$ cat src/rtl/wake_det_pkg.sv
package wake_det_pkg;

  localparam logic [31:0] CRC_POLY_REFL    = 32'hEDB88320;
  localparam logic [31:0] CRC_RESIDUE_REFL = 32'hDEBB20E3;

  typedef enum logic [0:0] {
    SEEK_SYNC = 1'b0,
    SEEK_ADDR = 1'b1
  } seek_phase_e;

  // One byte through the reflected CRC-32 register.
  function automatic logic [31:0] crc_byte(input logic [31:0] cur, input logic [7:0] b);
    logic [31:0] c;
    c = cur ^ {24'd0, b};
    for (int k = 0; k < 8; k++) begin
      c = c[0] ? ((c >> 1) ^ CRC_POLY_REFL) : (c >> 1);
    end
    return c;
  endfunction

endpackage

$ cat src/rtl/wk_crc_unit.sv
module wk_crc_unit (
  input  logic       clk,
  input  logic       rst_n,
  input  logic       take,
  input  logic       sof,
  input  logic [7:0] data,
  output logic       good_now
);
  import wake_det_pkg::*;

  logic [31:0] crc_q;
  logic [31:0] crc_base;
  logic [31:0] crc_nxt;

  always_comb begin
    crc_base = sof ? 32'hFFFF_FFFF : crc_q;
    crc_nxt  = crc_byte(crc_base, data);
    good_now = (crc_nxt == CRC_RESIDUE_REFL);
  end

  always_ff @(posedge clk or negedge rst_n) begin
    if (!rst_n)    crc_q <= 32'hFFFF_FFFF;
    else if (take) crc_q <= crc_nxt;
  end

endmodule

$ cat src/rtl/wk_pattern_seek.sv
module wk_pattern_seek #(
  parameter int unsigned ADDR_BYTES = 6,
  parameter int unsigned REPEATS    = 16,
  parameter int unsigned SYNC_MIN   = 6
) (
  input  logic                    clk,
  input  logic                    rst_n,
  input  logic                    take,
  input  logic                    sof,
  input  logic [7:0]              data,
  input  logic [8*ADDR_BYTES-1:0] station_addr,
  output logic                    seen_now
);
  import wake_det_pkg::*;

  localparam int unsigned SYNC_W = $clog2(SYNC_MIN + 1);
  localparam int unsigned IDX_W  = (ADDR_BYTES > 1) ? $clog2(ADDR_BYTES) : 1;
  localparam int unsigned REP_W  = (REPEATS > 1) ? $clog2(REPEATS) : 1;
  localparam logic [SYNC_W-1:0] SYNC_FULL = SYNC_W'(SYNC_MIN);
  localparam logic [IDX_W-1:0]  IDX_LAST  = IDX_W'(ADDR_BYTES - 1);
  localparam logic [REP_W-1:0]  REP_LAST  = REP_W'(REPEATS - 1);

  logic [7:0] addr_b [ADDR_BYTES];

  // Byte 0 is the first one on the wire (most significant octet).
  for (genvar g = 0; g < ADDR_BYTES; g++) begin : g_addr
    assign addr_b[g] = station_addr[8*(ADDR_BYTES-1-g) +: 8];
  end

  seek_phase_e       phase_q, phase_b, phase_n;
  logic [SYNC_W-1:0] ffc_q, ffc_b, ffc_n;
  logic [IDX_W-1:0]  idx_q, idx_b, idx_n, pos_idx;
  logic [REP_W-1:0]  rep_q, rep_b, rep_n, pos_rep;
  logic              found_q, found_b;
  logic              is_ff, advance, hit;

  always_comb begin
    phase_b = sof ? SEEK_SYNC : phase_q;
    ffc_b   = sof ? '0 : ffc_q;
    idx_b   = sof ? '0 : idx_q;
    rep_b   = sof ? '0 : rep_q;
    found_b = sof ? 1'b0 : found_q;
    is_ff   = (data == 8'hFF);

    if (phase_b == SEEK_SYNC) begin
      advance = (ffc_b == SYNC_FULL) && !is_ff && (data == addr_b[0]);
      pos_idx = '0;
      pos_rep = '0;
    end else begin
      advance = (data == addr_b[idx_b]);
      pos_idx = idx_b;
      pos_rep = rep_b;
    end

    phase_n = phase_b;
    ffc_n   = ffc_b;
    idx_n   = idx_b;
    rep_n   = rep_b;
    hit     = 1'b0;

    if (advance) begin
      ffc_n = '0;
      if (pos_idx == IDX_LAST && pos_rep == REP_LAST) begin
        hit     = 1'b1;
        phase_n = SEEK_SYNC;
        idx_n   = '0;
        rep_n   = '0;
      end else if (pos_idx == IDX_LAST) begin
        phase_n = SEEK_ADDR;
        idx_n   = '0;
        rep_n   = pos_rep + REP_W'(1);
      end else begin
        phase_n = SEEK_ADDR;
        idx_n   = pos_idx + IDX_W'(1);
        rep_n   = pos_rep;
      end
    end else if (phase_b == SEEK_SYNC) begin
      if (is_ff) ffc_n = (ffc_b == SYNC_FULL) ? ffc_b : ffc_b + SYNC_W'(1);
      else       ffc_n = '0;
    end else begin
      // Broken copy: restart the search, a 0xFF opens a new sync run.
      phase_n = SEEK_SYNC;
      idx_n   = '0;
      rep_n   = '0;
      ffc_n   = is_ff ? SYNC_W'(1) : '0;
    end

    seen_now = found_b | hit;
  end

  always_ff @(posedge clk or negedge rst_n) begin
    if (!rst_n) begin
      phase_q <= SEEK_SYNC;
      ffc_q   <= '0;
      idx_q   <= '0;
      rep_q   <= '0;
      found_q <= 1'b0;
    end else if (take) begin
      phase_q <= phase_n;
      ffc_q   <= ffc_n;
      idx_q   <= idx_n;
      rep_q   <= rep_n;
      found_q <= found_b | hit;
    end
  end

endmodule

$ cat src/rtl/wk_event_latch.sv
module wk_event_latch (
  input  logic clk,
  input  logic rst_n,
  input  logic set,
  input  logic clr,
  output logic status
);

  always_ff @(posedge clk or negedge rst_n) begin
    if (!rst_n)   status <= 1'b0;
    else if (set) status <= 1'b1;
    else if (clr) status <= 1'b0;
  end

endmodule

$ cat src/rtl/wake_frame_detector.sv
module wake_frame_detector #(
  parameter int unsigned ADDR_BYTES = 6,
  parameter int unsigned REPEATS    = 16,
  parameter int unsigned SYNC_MIN   = 6
) (
  input  logic                    clk,
  input  logic                    rst_n,
  input  logic                    in_valid,
  output logic                    in_ready,
  input  logic [7:0]              in_data,
  input  logic                    in_sof,
  input  logic                    in_eof,
  input  logic                    filter_pass,
  input  logic [8*ADDR_BYTES-1:0] station_addr,
  input  logic                    wake_en,
  input  logic                    status_clr,
  output logic                    pme_status,
  output logic                    pme_n
);

  logic ready_q;
  logic take;
  logic crc_good;
  logic pat_seen;
  logic wake_set;

  always_ff @(posedge clk or negedge rst_n) begin
    if (!rst_n) ready_q <= 1'b0;
    else        ready_q <= 1'b1;
  end

  assign in_ready = ready_q;
  assign take     = in_valid & ready_q;

  wk_crc_unit u_crc (
    .clk      (clk),
    .rst_n    (rst_n),
    .take     (take),
    .sof      (in_sof),
    .data     (in_data),
    .good_now (crc_good)
  );

  wk_pattern_seek #(
    .ADDR_BYTES (ADDR_BYTES),
    .REPEATS    (REPEATS),
    .SYNC_MIN   (SYNC_MIN)
  ) u_seek (
    .clk          (clk),
    .rst_n        (rst_n),
    .take         (take),
    .sof          (in_sof),
    .data         (in_data),
    .station_addr (station_addr),
    .seen_now     (pat_seen)
  );

  assign wake_set = take & in_eof & crc_good & pat_seen & filter_pass & wake_en;

  wk_event_latch u_evt (
    .clk    (clk),
    .rst_n  (rst_n),
    .set    (wake_set),
    .clr    (status_clr),
    .status (pme_status)
  );

  assign pme_n = ~pme_status;

endmodule

$ cat config.mk
export PLATFORM = sky130hd
export DESIGN_NAME = wake_frame_detector
export DESIGN_NICKNAME = d
export VERILOG_FILES = /design/src/rtl/wake_det_pkg.sv /design/src/rtl/wk_crc_unit.sv /design/src/rtl/wk_pattern_seek.sv /design/src/rtl/wk_event_latch.sv /design/src/rtl/wake_frame_detector.sv
export SDC_FILE = /design/constraint.sdc
export NUM_CORES = 1
export LEC_CHECK = 0
export BUFFER_PORTS_ARGS = -buffer_cell sky130_fd_sc_hd__buf_2
export CAP_MARGIN = 30
export CORE_MARGIN = 8
export CORE_UTILIZATION = 44
export CTS_BUF_LIST = sky130_fd_sc_hd__clkbuf_2
export CTS_CLUSTER_DIAMETER = 50
export DETAILED_ROUTE_END_ITERATION = 12
export PLACE_DENSITY_LB_ADDON = 0.12
export RECOVER_POWER = 25
export SETUP_SLACK_MARGIN = 0.15
export SLEW_MARGIN = 20
export SYNTH_ARGS = -nofsm -noshare
export SYNTH_HDL_FRONTEND = slang
export SYNTH_HIERARCHICAL = 1
export SYNTH_SLANG_ARGS = --single-unit
$ cat constraint.sdc
create_clock -name clk -period 3.8 [get_ports clk]
set_input_delay 0.38 -clock clk [delete_from_list [all_inputs] [get_ports clk]]
set_output_delay 0.38 -clock clk [all_outputs]
set_load 0.01 [all_outputs]
==> flow_results.xml, run 1 <==
<?xml version="1.0" encoding="UTF-8"?>
<metrics>
  <group name="outcome">
    <metric name="run_status" unit="">finished, violations left</metric>
    <metric name="violated_checks" unit="">capacitance limit, slew limit</metric>
  </group>
  <group name="floorplanning">
    <metric name="boundaryPins" unit="">67</metric>
    <metric name="coreArea" unit="um^2">10300</metric>
    <metric name="die_area" unit="um^2">14100</metric>
    <metric name="start_util" unit="%">45.1</metric>
    <metric name="die_width" unit="um">119</metric>
    <metric name="floorplan.rows" unit="">37</metric>
    <metric name="dieHeight" unit="um">119</metric>
  </group>
  <group name="setup_path">
    <metric name="worstSetupEndpointType" unit="">register</metric>
    <metric name="timing.critical_path.fanout_max" unit="">16</metric>
    <metric name="critical_path_required" unit="ns">4.22</metric>
    <metric name="critical_path.startpoint" unit="">u_seek/idx_q[0]$_DFFE_PN0P_</metric>
    <metric name="crit_path_category" unit="">reg -&gt; reg</metric>
    <metric name="slowest_stage" unit="">sky130_fd_sc_hd__dfrtp_1</metric>
    <metric name="reg2reg_to" unit="">u_evt/status$_DFFE_PN0P_</metric>
    <metric name="critPathArrivalTime" unit="ns">3.49</metric>
    <metric name="critical_path.reg2reg.startpoint" unit="">u_seek/idx_q[0]$_DFFE_PN0P_</metric>
    <metric name="critPathTopFamily" unit="">simple AND/OR/NAND/NOR gates</metric>
    <metric name="cp_num_buf_inv" unit="">1</metric>
    <metric name="reg2regPathDepth" unit="">11</metric>
    <metric name="timing.critical_path.slowest_cell_delay" unit="ns">0.85</metric>
    <metric name="startpoint_type" unit="">register</metric>
    <metric name="cp_num_cells" unit="">11</metric>
    <metric name="reg2reg_setup_slack" unit="ns">0.73</metric>
    <metric name="crit_path_cell_trace" unit="">buf_4 &gt; mux2i_1 &gt; nor3_1 &gt; a211o_1 &gt; a32o_1 &gt; nor4_4 &gt; and2_1 &gt; a22o_1 &gt; nand4_1 &gt; nor2_1 &gt; a21o_1</metric>
  </group>
  <group name="pwr">
    <metric name="vdd_drop_max" unit="mV">0.284</metric>
    <metric name="design_power_total" unit="W">0.00345</metric>
    <metric name="power_density" unit="nW/um^2">679</metric>
    <metric name="p_leak" unit="nW">2.06</metric>
  </group>
  <group name="sta">
    <metric name="setup_tns" unit="ns">0</metric>
    <metric name="final_max_slew_viol_count" unit="">29</metric>
    <metric name="finalClockSkew" unit="ns">0.0435</metric>
    <metric name="part_of_the_cycle_the_worst_path_needs" unit="%">80.8</metric>
    <metric name="setup-violations-final" unit="">0</metric>
    <metric name="worst-slew-pin-transition" unit="ns">1.54</metric>
    <metric name="max_clock_freq" unit="MHz">326</metric>
    <metric name="timing.final.hold_violations" unit="">0</metric>
    <metric name="grt_setup_unrepaired" unit="">no</metric>
    <metric name="slew_headroom" unit="%">-2.53</metric>
    <metric name="layout_min_cycle_time" unit="ns">3.07</metric>
  </group>
  <group name="clocking">
    <metric name="cts_tree" unit="">built</metric>
    <metric name="number_of_buffers_on_the_longest_clock_path" unit="">2</metric>
    <metric name="cts_root_buf" unit="">sky130_fd_sc_hd__clkbuf_2</metric>
    <metric name="clkTransAtPathRegs" unit="ns">0.30</metric>
    <metric name="cts_num_sinks" unit="">46</metric>
    <metric name="cts_post_setup_buffers_inserted" unit="">0</metric>
    <metric name="post_cts_resize_count" unit="">0</metric>
    <metric name="hold_buffers_post_cts" unit="">0</metric>
    <metric name="cts_max_level" unit="">2</metric>
    <metric name="numCtsBuffers" unit="">5</metric>
    <metric name="clock_latency" unit="ns">0.45</metric>
  </group>
  <group name="final_layout">
    <metric name="multi_input_area" unit="um^2">3200</metric>
    <metric name="post_route_cells_drive_above_1_share" unit="%">28.9</metric>
    <metric name="finish.utilization" unit="%">49.5</metric>
    <metric name="fillCellCount" unit="">1015</metric>
    <metric name="area.growth.synth_to_final" unit="%">9.71</metric>
    <metric name="seqCellArea" unit="um^2">1190</metric>
    <metric name="final_cell_mix" unit="">sky130_fd_sc_hd__xnor2_1 (73), sky130_fd_sc_hd__buf_2 (65), sky130_fd_sc_hd__nor2_1 (57), sky130_fd_sc_hd__dfstp_2 (32)</metric>
    <metric name="layout.nets" unit="">630</metric>
    <metric name="commonest_non_fill_non_tap_cell_in_the_layout" unit="">sky130_fd_sc_hd__xnor2_1</metric>
    <metric name="antenna-diode-count" unit="">0</metric>
  </group>
  <group name="place">
    <metric name="port_buffers" unit="">66</metric>
    <metric name="gp_congestion" unit="">0.900</metric>
    <metric name="hpwlAfterDp" unit="um">9510</metric>
  </group>
  <group name="routing">
    <metric name="vias_per_cell" unit="">5.45</metric>
    <metric name="drt-pass1-iter-count" unit="">4</metric>
    <metric name="postRouteWirelength" unit="um">12200</metric>
    <metric name="initialDrtViolationCount" unit="">197</metric>
    <metric name="remaining_drc_errors" unit="">0</metric>
    <metric name="route.detailed.wl_per_inst" unit="um">17.5</metric>
    <metric name="ant_nets" unit="">0</metric>
    <metric name="via_count" unit="">3799</metric>
  </group>
  <group name="worst_hold_path">
    <metric name="hold_depth" unit="">3</metric>
    <metric name="worstHoldPathType" unit="">in -&gt; reg</metric>
    <metric name="worstHoldEndpoint" unit="">u_evt/status$_DFFE_PN0P_</metric>
    <metric name="worstHoldStart" unit="">status_clr</metric>
  </group>
  <group name="synthesis">
    <metric name="synth.distinct_cells" unit="">80</metric>
    <metric name="synth_xor_xnor_area_share" unit="%">25.6</metric>
    <metric name="synth-edff-count" unit="">0</metric>
    <metric name="synth.yosys.warnings" unit="">6</metric>
    <metric name="synth_fa_ha_area_share" unit="%">1.62</metric>
    <metric name="synth_ff_type" unit="">sky130_fd_sc_hd__dfstp_2</metric>
    <metric name="synth_simple_gate_area_share" unit="%">19.1</metric>
    <metric name="synth_top_area_share" unit="%">18.1</metric>
    <metric name="synth_largest_area_cell" unit="">sky130_fd_sc_hd__dfstp_2</metric>
    <metric name="synth-seq-area-share" unit="%">25.7</metric>
    <metric name="mappedNetlistArea" unit="um^2">4640</metric>
    <metric name="synth-compound-area-share" unit="%">14.0</metric>
    <metric name="synth_cells" unit="">508</metric>
    <metric name="ys_top_cells_by_area" unit="">sky130_fd_sc_hd__dfstp_2 (18%), sky130_fd_sc_hd__xnor2_1 (14%), sky130_fd_sc_hd__dfrtp_1 (7.6%)</metric>
    <metric name="main_combinational_cell_family_by_area_after_synthesis" unit="">XOR/XNOR gates</metric>
    <metric name="synth.net_count" unit="">578</metric>
    <metric name="postSynthRegisterBits" unit="">46</metric>
    <metric name="mean_instance_size_in_the_synthesized_netlist" unit="um^2">9.13</metric>
    <metric name="synth_async_sr_flop_share" unit="%">100</metric>
    <metric name="post_synth_mux_area_share" unit="%">8.63</metric>
  </group>
  <group name="job">
    <metric name="max_cap_violations" unit="">1</metric>
  </group>
  <group name="global_routing">
    <metric name="grt_start_max_net_pins" unit="">35</metric>
    <metric name="grt_pass1_wl" unit="um">20100</metric>
    <metric name="gr-usage-all-layers" unit="%">17.5</metric>
    <metric name="grt.overflow.total" unit="">0</metric>
    <metric name="first_global_vias" unit="">3890</metric>
    <metric name="initial_antenna_violation_count" unit="">0</metric>
  </group>
</metrics>
-- worst max-delay path by stage --
stage	endpoint	slack (ns)
final	u_evt/status$_DFFE_PN0P_	0.73
after global routing	u_evt/status$_DFFE_PN0P_	0.55
after CTS	u_evt/status$_DFFE_PN0P_	0.74
after detailed placement	u_evt/status$_DFFE_PN0P_	0.62
after global placement	u_evt/status$_DFFE_PN0P_	0.66
after floorplan	u_evt/status$_DFFE_PN0P_	1.15
-- flip-flops by register name, summed over array words and instances (netlist names) --
name / cells
u_seek/found_q: 1
u_seek/idx_q: 3
u_crc/crc_q: 32
u_seek/rep_q: 4
u_evt/status: 1
u_seek/phase_q: 1
in_ready: 1
u_seek/ffc_q: 3
-- stage by stage --
stage	instance area, um^2	setup slack (ns)	std cells	hold slack, ns
final	5090	0.730	697	0.156
after global placement	5040	0.662	689	0.464
after global routing	5090	0.552	697	0.0791
after floorplan	4640	1.15	508	0.0844
after CTS	5090	0.735	697	0.123
after detailed placement	5040	0.621	689	0.463
-- metal layers --
layer  part of all wire [%]  global-route usage (%)  vias to the layer above
met4                    1.5                    4.98                        0
met5                      0                       0                        -
met2                     50                    30.5                       93
li1                       -                       -                     1866
met3                    4.2                    3.05                       12
met1                     44                    21.6                     1828
-- kinds of logic (layout without fill, tap and decap cells) --
group / after synthesis / after routing
DFF: 46 / 46
other: 1 / 1
xor gates and xnor gates: 108 / 108
adders and majority gates: 6 / 6
muxes: 38 / 38
and+or+nand+nor: 168 / 168
buffers and inverters: 50 / 103
AOI/OAI and AO/OA: 91 / 91
-- Yosys cell counts, types with 5 or more instances --
| cell | count |
|---|---|
| sky130_fd_sc_hd__a21oi_1 | 25 |
| sky130_fd_sc_hd__a31oi_1 | 8 |
| sky130_fd_sc_hd__and2_1 | 7 |
| sky130_fd_sc_hd__and3_1 | 6 |
| sky130_fd_sc_hd__buf_2 | 16 |
| sky130_fd_sc_hd__clkbuf_1 | 8 |
| sky130_fd_sc_hd__dfrtp_1 | 14 |
| sky130_fd_sc_hd__dfstp_2 | 32 |
| sky130_fd_sc_hd__ha_1 | 6 |
| sky130_fd_sc_hd__inv_1 | 17 |
| sky130_fd_sc_hd__mux2_2 | 15 |
| sky130_fd_sc_hd__mux2i_1 | 22 |
| sky130_fd_sc_hd__nand2_1 | 25 |
| sky130_fd_sc_hd__nand2b_1 | 8 |
| sky130_fd_sc_hd__nand3_1 | 8 |
| sky130_fd_sc_hd__nand4_1 | 7 |
| sky130_fd_sc_hd__nor2_1 | 57 |
| sky130_fd_sc_hd__nor2b_1 | 8 |
| sky130_fd_sc_hd__nor3_1 | 14 |
| sky130_fd_sc_hd__o21ai_0 | 14 |
| sky130_fd_sc_hd__o21ai_1 | 6 |
| sky130_fd_sc_hd__or3_1 | 7 |
| sky130_fd_sc_hd__xnor2_1 | 73 |
| sky130_fd_sc_hd__xnor2_2 | 7 |
| sky130_fd_sc_hd__xor2_1 | 14 |
| sky130_fd_sc_hd__xor3_1 | 5 |
-- worst reg2reg max path: cells and delay by family, from the launching register on --
family / cells / cell delay [ns]
compound gates: 4 / 0.71
buf+inv: 1 / 0.36
flops: 1 / 0.85
mux: 1 / 0.23
simple gates: 5 / 0.89
-- power breakdown --
part           internal [W]  switching, W  leakage (nW)  total (W)
Clock             0.0000471      0.000187        0.0256   0.000235
Sequential         0.000783      0.000206         0.530   0.000989
Combinational       0.00114       0.00109          1.51    0.00223
Total               0.00197       0.00148          2.06    0.00345
-- area by class of cell --
type / instances / share of cell area [%]
clock buffers: 5 / 0.492
flip-flops and latches: 46 / 23.4
multi-input cells: 412 / 62.9
clock inverters: 3 / 0.467
repair buffers: 76 / 7.94
inverters: 19 / 1.40
well taps: 136 / 3.34
No activity file was read; power rests on OpenSTA's default activity.
==> run 2, diff against run 1 <==
- clock period: 3.8 -> 3.1 ns (I/O delays scaled with it)
==> flow_results.xml, run 2 (same netlist as run 1, synthesis figures left out) <==
<?xml version="1.0" encoding="UTF-8"?>
<metrics>
  <group name="setup_path">
    <metric name="startpoint_type" unit="">register</metric>
    <metric name="critPathArrivalTime" unit="ns">3.34</metric>
    <metric name="worstSetupEndpointType" unit="">register</metric>
    <metric name="critical_path_required" unit="ns">3.52</metric>
    <metric name="crit_path_category" unit="">reg -&gt; reg</metric>
    <metric name="timing.critical_path.fanout_max" unit="">6</metric>
  </group>
  <group name="final_layout">
    <metric name="commonest_non_fill_non_tap_cell_in_the_layout" unit="">sky130_fd_sc_hd__xnor2_1</metric>
    <metric name="final_cell_mix" unit="">sky130_fd_sc_hd__xnor2_1 (68), sky130_fd_sc_hd__buf_2 (65), sky130_fd_sc_hd__nor2_1 (56), sky130_fd_sc_hd__buf_4 (37), sky130_fd_sc_hd__dfstp_2 (32)</metric>
    <metric name="finish.utilization" unit="%">52.8</metric>
    <metric name="largest_register_ffs" unit="">32</metric>
    <metric name="area.growth.synth_to_final" unit="%">17.0</metric>
    <metric name="antenna-diode-count" unit="">0</metric>
    <metric name="fillCellCount" unit="">954</metric>
    <metric name="layout.nets" unit="">660</metric>
    <metric name="biggestRegsByFlops" unit="">u_crc/crc_q x32, u_seek/rep_q x4</metric>
    <metric name="post_route_cells_drive_above_1_share" unit="%">35.0</metric>
    <metric name="max_flop_register" unit="">u_crc/crc_q</metric>
    <metric name="instances_no_fill" unit="">727</metric>
  </group>
  <group name="pwr">
    <metric name="vdd_drop_max" unit="mV">0.435</metric>
    <metric name="power_density" unit="nW/um^2">852</metric>
    <metric name="p_leak" unit="nW">2.25</metric>
  </group>
  <group name="sta">
    <metric name="final_max_slew_viol_count" unit="">0</metric>
    <metric name="max_clock_freq" unit="MHz">343</metric>
    <metric name="layout_min_cycle_time" unit="ns">2.92</metric>
    <metric name="setup_tns" unit="ns">0</metric>
    <metric name="timing.final.hold_violations" unit="">0</metric>
    <metric name="part_of_the_cycle_the_worst_path_needs" unit="%">94.1</metric>
    <metric name="finalClockSkew" unit="ns">0.0314</metric>
    <metric name="setup-violations-final" unit="">0</metric>
    <metric name="grt_setup_unrepaired" unit="">yes</metric>
    <metric name="slew_headroom" unit="%">1.85</metric>
    <metric name="worst-slew-pin-transition" unit="ns">1.47</metric>
  </group>
  <group name="floorplanning">
    <metric name="coreArea" unit="um^2">10300</metric>
    <metric name="start_util" unit="%">45.1</metric>
    <metric name="die_width" unit="um">119</metric>
    <metric name="dieHeight" unit="um">119</metric>
    <metric name="die_area" unit="um^2">14100</metric>
    <metric name="floorplan.rows" unit="">37</metric>
    <metric name="boundaryPins" unit="">67</metric>
  </group>
  <group name="routing">
    <metric name="route.detailed.wl_per_inst" unit="um">18.2</metric>
    <metric name="ant_nets" unit="">0</metric>
    <metric name="initialDrtViolationCount" unit="">182</metric>
    <metric name="remaining_drc_errors" unit="">0</metric>
    <metric name="drt-pass1-iter-count" unit="">5</metric>
    <metric name="via_count" unit="">3933</metric>
    <metric name="postRouteWirelength" unit="um">13200</metric>
    <metric name="vias_per_cell" unit="">5.41</metric>
  </group>
  <group name="worst_hold_path">
    <metric name="worstHoldPathType" unit="">in -&gt; reg</metric>
  </group>
  <group name="place">
    <metric name="gp_congestion" unit="">0.918</metric>
    <metric name="dp.cells" unit="">706</metric>
    <metric name="hpwlAfterDp" unit="um">10200</metric>
    <metric name="port_buffers" unit="">66</metric>
  </group>
  <group name="global_routing">
    <metric name="first_global_vias" unit="">3985</metric>
    <metric name="initial_antenna_violation_count" unit="">0</metric>
    <metric name="grt_pass1_wl" unit="um">20400</metric>
    <metric name="gr-usage-all-layers" unit="%">18.0</metric>
    <metric name="grt.overflow.total" unit="">0</metric>
    <metric name="grt_start_max_net_pins" unit="">62</metric>
  </group>
  <group name="clocking">
    <metric name="clock_latency" unit="ns">0.45</metric>
    <metric name="cts_tree" unit="">built</metric>
    <metric name="cts_max_level" unit="">2</metric>
    <metric name="number_of_buffers_on_the_longest_clock_path" unit="">2</metric>
    <metric name="clkTransAtPathRegs" unit="ns">0.28</metric>
    <metric name="numCtsBuffers" unit="">5</metric>
    <metric name="cts_num_sinks" unit="">46</metric>
    <metric name="cts_root_buf" unit="">sky130_fd_sc_hd__clkbuf_2</metric>
  </group>
  <group name="job">
    <metric name="max_cap_violations" unit="">0</metric>
  </group>
  <group name="outcome">
    <metric name="run_status" unit="">finished clean</metric>
  </group>
</metrics>
-- run 2: cell count changes in the layout (fill, tap and decap cells not counted), sizes merged --
cell,previous run,this run
inv,19,18
clkinvlp,2,1
dlygate4sd3,0,1
buf,75,103
clkbuf,6,7
clkinv,1,3
-- run 2: layer usage --
layer,wire length (um),vias up,global-route usage (%)
met5,0,-,0
met2,6650,95,31.5
met1,5660,1887,20.6
li1,-,1926,-
met4,409,0,8.22
met3,496,25,3.62
-- run 2: worst max-delay path, stage by stage (launching register included) --
cell and delay (ns):
sky130_fd_sc_hd__dfstp_2 0.69, sky130_fd_sc_hd__xor3_1 0.41, sky130_fd_sc_hd__or3_4 0.38, sky130_fd_sc_hd__a21oi_4 0.17
sky130_fd_sc_hd__and4b_1 0.22, sky130_fd_sc_hd__o2111a_1 0.19, sky130_fd_sc_hd__o2111ai_2 0.15, sky130_fd_sc_hd__a211oi_2 0.34
sky130_fd_sc_hd__nand4_1 0.13, sky130_fd_sc_hd__nor2_1 0.11, sky130_fd_sc_hd__a21o_1 0.09
-- run 2: worst paths after layout --
path                                              from                     endpoint  slack (ns)  cells after the start
setup / recovery            u_crc/crc_q[1]$_DFFE_PN1P_     u_evt/status$_DFFE_PN0P_        0.18                     10
hold / removal                              status_clr     u_evt/status$_DFFE_PN0P_         0.1                      3
setup reg to reg            u_crc/crc_q[1]$_DFFE_PN1P_     u_evt/status$_DFFE_PN0P_        0.18                     10
hold reg to reg            u_crc/crc_q[16]$_DFFE_PN1P_  u_crc/crc_q[16]$_DFFE_PN1P_        0.49                      2
max in group asynchronous                        rst_n  u_seek/ffc_q[0]$_DFFE_PN0P_        1.18                      3
min in group asynchronous                        rst_n  u_seek/idx_q[0]$_DFFE_PN0P_        0.70                      2
-- run 2: area by class of cell --
cell class / count / area, um^2 / area share, %
multi-input combinational: 412 / 3300 / 60.9
timing repair buffer: 106 / 641 / 11.8
inverter: 19 / 71.3 / 1.31
sequential: 46 / 1190 / 22.0
clock inverter: 3 / 21.3 / 0.392
tap: 136 / 170 / 3.14
clock buffer: 5 / 25.0 / 0.461
-- run 2: timing repair --
item / 4_1_cts / 5_1_grt
buffers inserted: 2 / 10
endpoints found under the hold margin: 1 / 0
setup endpoints to repair: 1 / 1
resized for setup: 1 / 18
pin swaps: 0 / 10
cloned: 0 / 0
hold buffers: 1 / 0
-- run 2: report_power, final --
group | internal, W | switching, W | total [W]
Clock | 0.0000556 | 0.000223 | 0.000279
Sequential | 0.000958 | 0.000203 | 0.00116
Combinational | 0.00163 | 0.00155 | 0.00318
Total | 0.00265 | 0.00198 | 0.00462
-- run 2: metrics by stage --
| stage | power [W] | worst slack [ns] | hold WS, ns | cell area, um^2 |
|---|---|---|---|---|
| after floorplan | 0.00334 | 0.452 | 0.0144 | 4640 |
| after detailed placement | 0.00408 | 0.160 | 0.362 | 5180 |
| final | 0.00462 | 0.183 | 0.0976 | 5430 |
| after global placement | 0.00405 | 0.230 | 0.348 | 5180 |
| after global routing | 0.00490 | 0.0468 | 0.0335 | 5430 |
| after CTS | 0.00440 | 0.184 | 0.0509 | 5250 |
==> run 3, diff against run 2 <==
- GPL_TIMING_DRIVEN: not set -> 0
==> flow_results.xml, run 3 (same netlist as run 1, synthesis figures left out) <==
<?xml version="1.0" encoding="UTF-8"?>
<metrics>
  <group name="routing">
    <metric name="initialDrtViolationCount" unit="">196</metric>
    <metric name="drt-pass1-iter-count" unit="">5</metric>
    <metric name="route.detailed.wl_per_inst" unit="um">18.3</metric>
    <metric name="via_count" unit="">4080</metric>
    <metric name="ant_nets" unit="">0</metric>
    <metric name="remaining_drc_errors" unit="">0</metric>
    <metric name="postRouteWirelength" unit="um">13500</metric>
    <metric name="vias_per_cell" unit="">5.51</metric>
  </group>
  <group name="final_layout">
    <metric name="max_flop_register" unit="">u_crc/crc_q</metric>
    <metric name="post_route_cells_drive_above_1_share" unit="%">35.3</metric>
    <metric name="commonest_non_fill_non_tap_cell_in_the_layout" unit="">sky130_fd_sc_hd__buf_2</metric>
    <metric name="largest_register_ffs" unit="">32</metric>
    <metric name="instances_no_fill" unit="">740</metric>
    <metric name="biggestRegsByFlops" unit="">u_crc/crc_q x32, u_seek/rep_q x4</metric>
    <metric name="final_design_area_no_fill" unit="um^2">5560</metric>
    <metric name="finish.utilization" unit="%">54.1</metric>
    <metric name="antenna-diode-count" unit="">0</metric>
    <metric name="final_cell_mix" unit="">sky130_fd_sc_hd__buf_2 (77), sky130_fd_sc_hd__xnor2_1 (66), sky130_fd_sc_hd__nor2_1 (55), sky130_fd_sc_hd__dfstp_2 (32), sky130_fd_sc_hd__nand2_1 (25)</metric>
    <metric name="area.growth.synth_to_final" unit="%">19.9</metric>
    <metric name="layout.nets" unit="">673</metric>
  </group>
  <group name="clocking">
    <metric name="cts_tree" unit="">built</metric>
    <metric name="cts_num_sinks" unit="">46</metric>
    <metric name="cts_max_level" unit="">2</metric>
    <metric name="clock_latency" unit="ns">0.47</metric>
    <metric name="cts_root_buf" unit="">sky130_fd_sc_hd__clkbuf_2</metric>
    <metric name="numCtsBuffers" unit="">5</metric>
    <metric name="clkTransAtPathRegs" unit="ns">0.27</metric>
    <metric name="number_of_buffers_on_the_longest_clock_path" unit="">2</metric>
  </group>
  <group name="place">
    <metric name="post_dp_cell_area" unit="um^2">5150</metric>
    <metric name="dp.cells" unit="">710</metric>
    <metric name="gp_congestion" unit="">0.853</metric>
    <metric name="preCtsSetupSlack" unit="ns">-0.206</metric>
    <metric name="hpwlAfterDp" unit="um">10200</metric>
    <metric name="port_buffers" unit="">65</metric>
  </group>
  <group name="global_routing">
    <metric name="grt_start_max_net_pins" unit="">26</metric>
    <metric name="gr-usage-all-layers" unit="%">19.0</metric>
    <metric name="initial_antenna_violation_count" unit="">0</metric>
    <metric name="grt_pass1_wl" unit="um">21700</metric>
    <metric name="grt.overflow.total" unit="">0</metric>
    <metric name="first_global_vias" unit="">4208</metric>
  </group>
  <group name="floorplanning">
    <metric name="dieHeight" unit="um">119</metric>
    <metric name="die_width" unit="um">119</metric>
    <metric name="die_area" unit="um^2">14100</metric>
    <metric name="coreArea" unit="um^2">10300</metric>
    <metric name="floorplan.rows" unit="">37</metric>
    <metric name="start_util" unit="%">45.1</metric>
    <metric name="boundaryPins" unit="">67</metric>
  </group>
  <group name="pwr">
    <metric name="p_leak" unit="nW">2.32</metric>
    <metric name="vdd_drop_max" unit="mV">0.566</metric>
    <metric name="design_power_total" unit="W">0.00485</metric>
    <metric name="power_density" unit="nW/um^2">873</metric>
  </group>
  <group name="sta">
    <metric name="slew_headroom" unit="%">4.89</metric>
    <metric name="layout_min_cycle_time" unit="ns">2.82</metric>
    <metric name="finalClockSkew" unit="ns">0.0292</metric>
    <metric name="postLayoutSetupSlackWorst" unit="ns">0.281</metric>
    <metric name="setup-violations-final" unit="">0</metric>
    <metric name="max_clock_freq" unit="MHz">355</metric>
    <metric name="timing.final.hold_violations" unit="">0</metric>
    <metric name="part_of_the_cycle_the_worst_path_needs" unit="%">90.9</metric>
    <metric name="final_max_slew_viol_count" unit="">0</metric>
    <metric name="grt_setup_unrepaired" unit="">no</metric>
    <metric name="worst-slew-pin-transition" unit="ns">1.43</metric>
  </group>
  <group name="setup_path">
    <metric name="timing.critical_path.slowest_cell_delay" unit="ns">0.59</metric>
    <metric name="crit_path_cell_trace" unit="">buf_4 &gt; xnor2_2 &gt; nor2_4 &gt; buf_4 &gt; xnor2_4 &gt; buf_4 &gt; nor4bb_1 &gt; o2111a_1 &gt; o2111ai_2 &gt; a211oi_2 &gt; nand4_1 &gt; nor2_1 &gt; a21o_1</metric>
    <metric name="slowest_stage" unit="">sky130_fd_sc_hd__dfstp_2</metric>
    <metric name="reg2reg_to" unit="">u_evt/status$_DFFE_PN0P_</metric>
    <metric name="startpoint_type" unit="">register</metric>
    <metric name="critPathArrivalTime" unit="ns">3.27</metric>
    <metric name="critical_path_required" unit="ns">3.55</metric>
    <metric name="critPathTopFamily" unit="">compound AO/OA/AOI/OAI gates</metric>
    <metric name="critPathMostFrequentCell" unit="">sky130_fd_sc_hd__buf_4</metric>
    <metric name="reg2regPathDepth" unit="">13</metric>
    <metric name="cp_num_buf_inv" unit="">3</metric>
    <metric name="worstSetupEndpointType" unit="">register</metric>
    <metric name="critical_path.startpoint" unit="">u_crc/crc_q[1]$_DFFE_PN1P_</metric>
    <metric name="timing.critical_path.fanout_max" unit="">6</metric>
    <metric name="crit_path_category" unit="">reg -&gt; reg</metric>
    <metric name="critical_path.reg2reg.startpoint" unit="">u_crc/crc_q[1]$_DFFE_PN1P_</metric>
    <metric name="reg2reg_setup_slack" unit="ns">0.28</metric>
  </group>
  <group name="outcome">
    <metric name="run_status" unit="">finished clean</metric>
  </group>
  <group name="worst_hold_path">
    <metric name="worstHoldStart" unit="">status_clr</metric>
    <metric name="worstHoldEndpoint" unit="">u_evt/status$_DFFE_PN0P_</metric>
    <metric name="hold_depth" unit="">3</metric>
    <metric name="worstHoldPathType" unit="">in -&gt; reg</metric>
  </group>
  <group name="job">
    <metric name="max_cap_violations" unit="">0</metric>
  </group>
</metrics>
run 3: changes by cell type in the layout (fill, tap and decap cells not counted), sizes merged:
cell      previous run  this run
clkinvlp             1         0
clkbuf               7        15
buf                103       108
clkinv               3         2
bufinv               0         2
run 3: cell type report:
cell class / count / area (um^2)
Clock inverter: 3 / 63.8
Fill cell: 988 / 4720
Multi-Input combinational cell: 412 / 3350
Sequential cell: 46 / 1190
Tap cell: 136 / 170
Inverter: 19 / 71.3
Clock buffer: 5 / 25.0
Buffer: 30 / 186
Timing Repair Buffer: 89 / 503
run 3: per-stage QoR:
| step | hold slack, ns | TNS, ns |
|---|---|---|
| final | 0.0647 | 0 |
| after global routing | 0.0437 | 0 |
| after CTS | 0.0436 | 0 |
| after detailed placement | 0.334 | -0.206 |
| after global placement | 0.463 | -0.215 |
| after floorplan | 0.0144 | 0 |
run 3: worst max path at each step:
stage | to | cells after the start | slack [ns]
global placement | u_evt/status$_DFFE_PN0P_ | 13 | -0.22
detailed placement | u_evt/status$_DFFE_PN0P_ | 13 | -0.21
global route | u_seek/idx_q[0]$_DFFE_PN0P_ | 3 | 0.14
finish | u_evt/status$_DFFE_PN0P_ | 13 | 0.28
CTS | u_evt/status$_DFFE_PN0P_ | 11 | 0.16
floorplan | u_evt/status$_DFFE_PN0P_ | 11 | 0.45
run 3: what timing repair did:
item / 4_1_cts / 5_1_grt
endpoints found under the setup margin: 1 / 1
hold endpoints to repair: 5 / 0
pin swaps: 9 / 19
resized for setup: 16 / 15
setup buffers: 9 / 13
hold buffers: 1 / 0
run 3: worst register-to-register path, stage by stage, from the launching register on:
cell                        delay (ns)
sky130_fd_sc_hd__dfstp_2          0.59
sky130_fd_sc_hd__buf_4            0.18
sky130_fd_sc_hd__xnor2_2          0.17
sky130_fd_sc_hd__nor2_4           0.08
sky130_fd_sc_hd__buf_4            0.16
sky130_fd_sc_hd__xnor2_4          0.16
sky130_fd_sc_hd__buf_4            0.19
sky130_fd_sc_hd__nor4bb_1         0.29
sky130_fd_sc_hd__o2111a_1         0.25
sky130_fd_sc_hd__o2111ai_2        0.17
sky130_fd_sc_hd__a211oi_2         0.26
sky130_fd_sc_hd__nand4_1          0.12
sky130_fd_sc_hd__nor2_1           0.11
sky130_fd_sc_hd__a21o_1           0.08
run 3: per-layer routing:
layer,global-route usage (%),wire length (um),share of wire [%],vias up
met5,0,0,0,-
met4,7.27,326,2.4,0
met3,3.28,596,4.4,23
met2,34.1,6890,51,109
met1,22.0,5740,42,1991
li1,-,-,-,1957
run 3: power by group:
group,switching [W],internal [W],total (W)
registers,0.000172,0.000955,0.00113
clock network,0.000227,0.000214,0.000441
logic,0.00157,0.00172,0.00328
total,0.00197,0.00288,0.00485
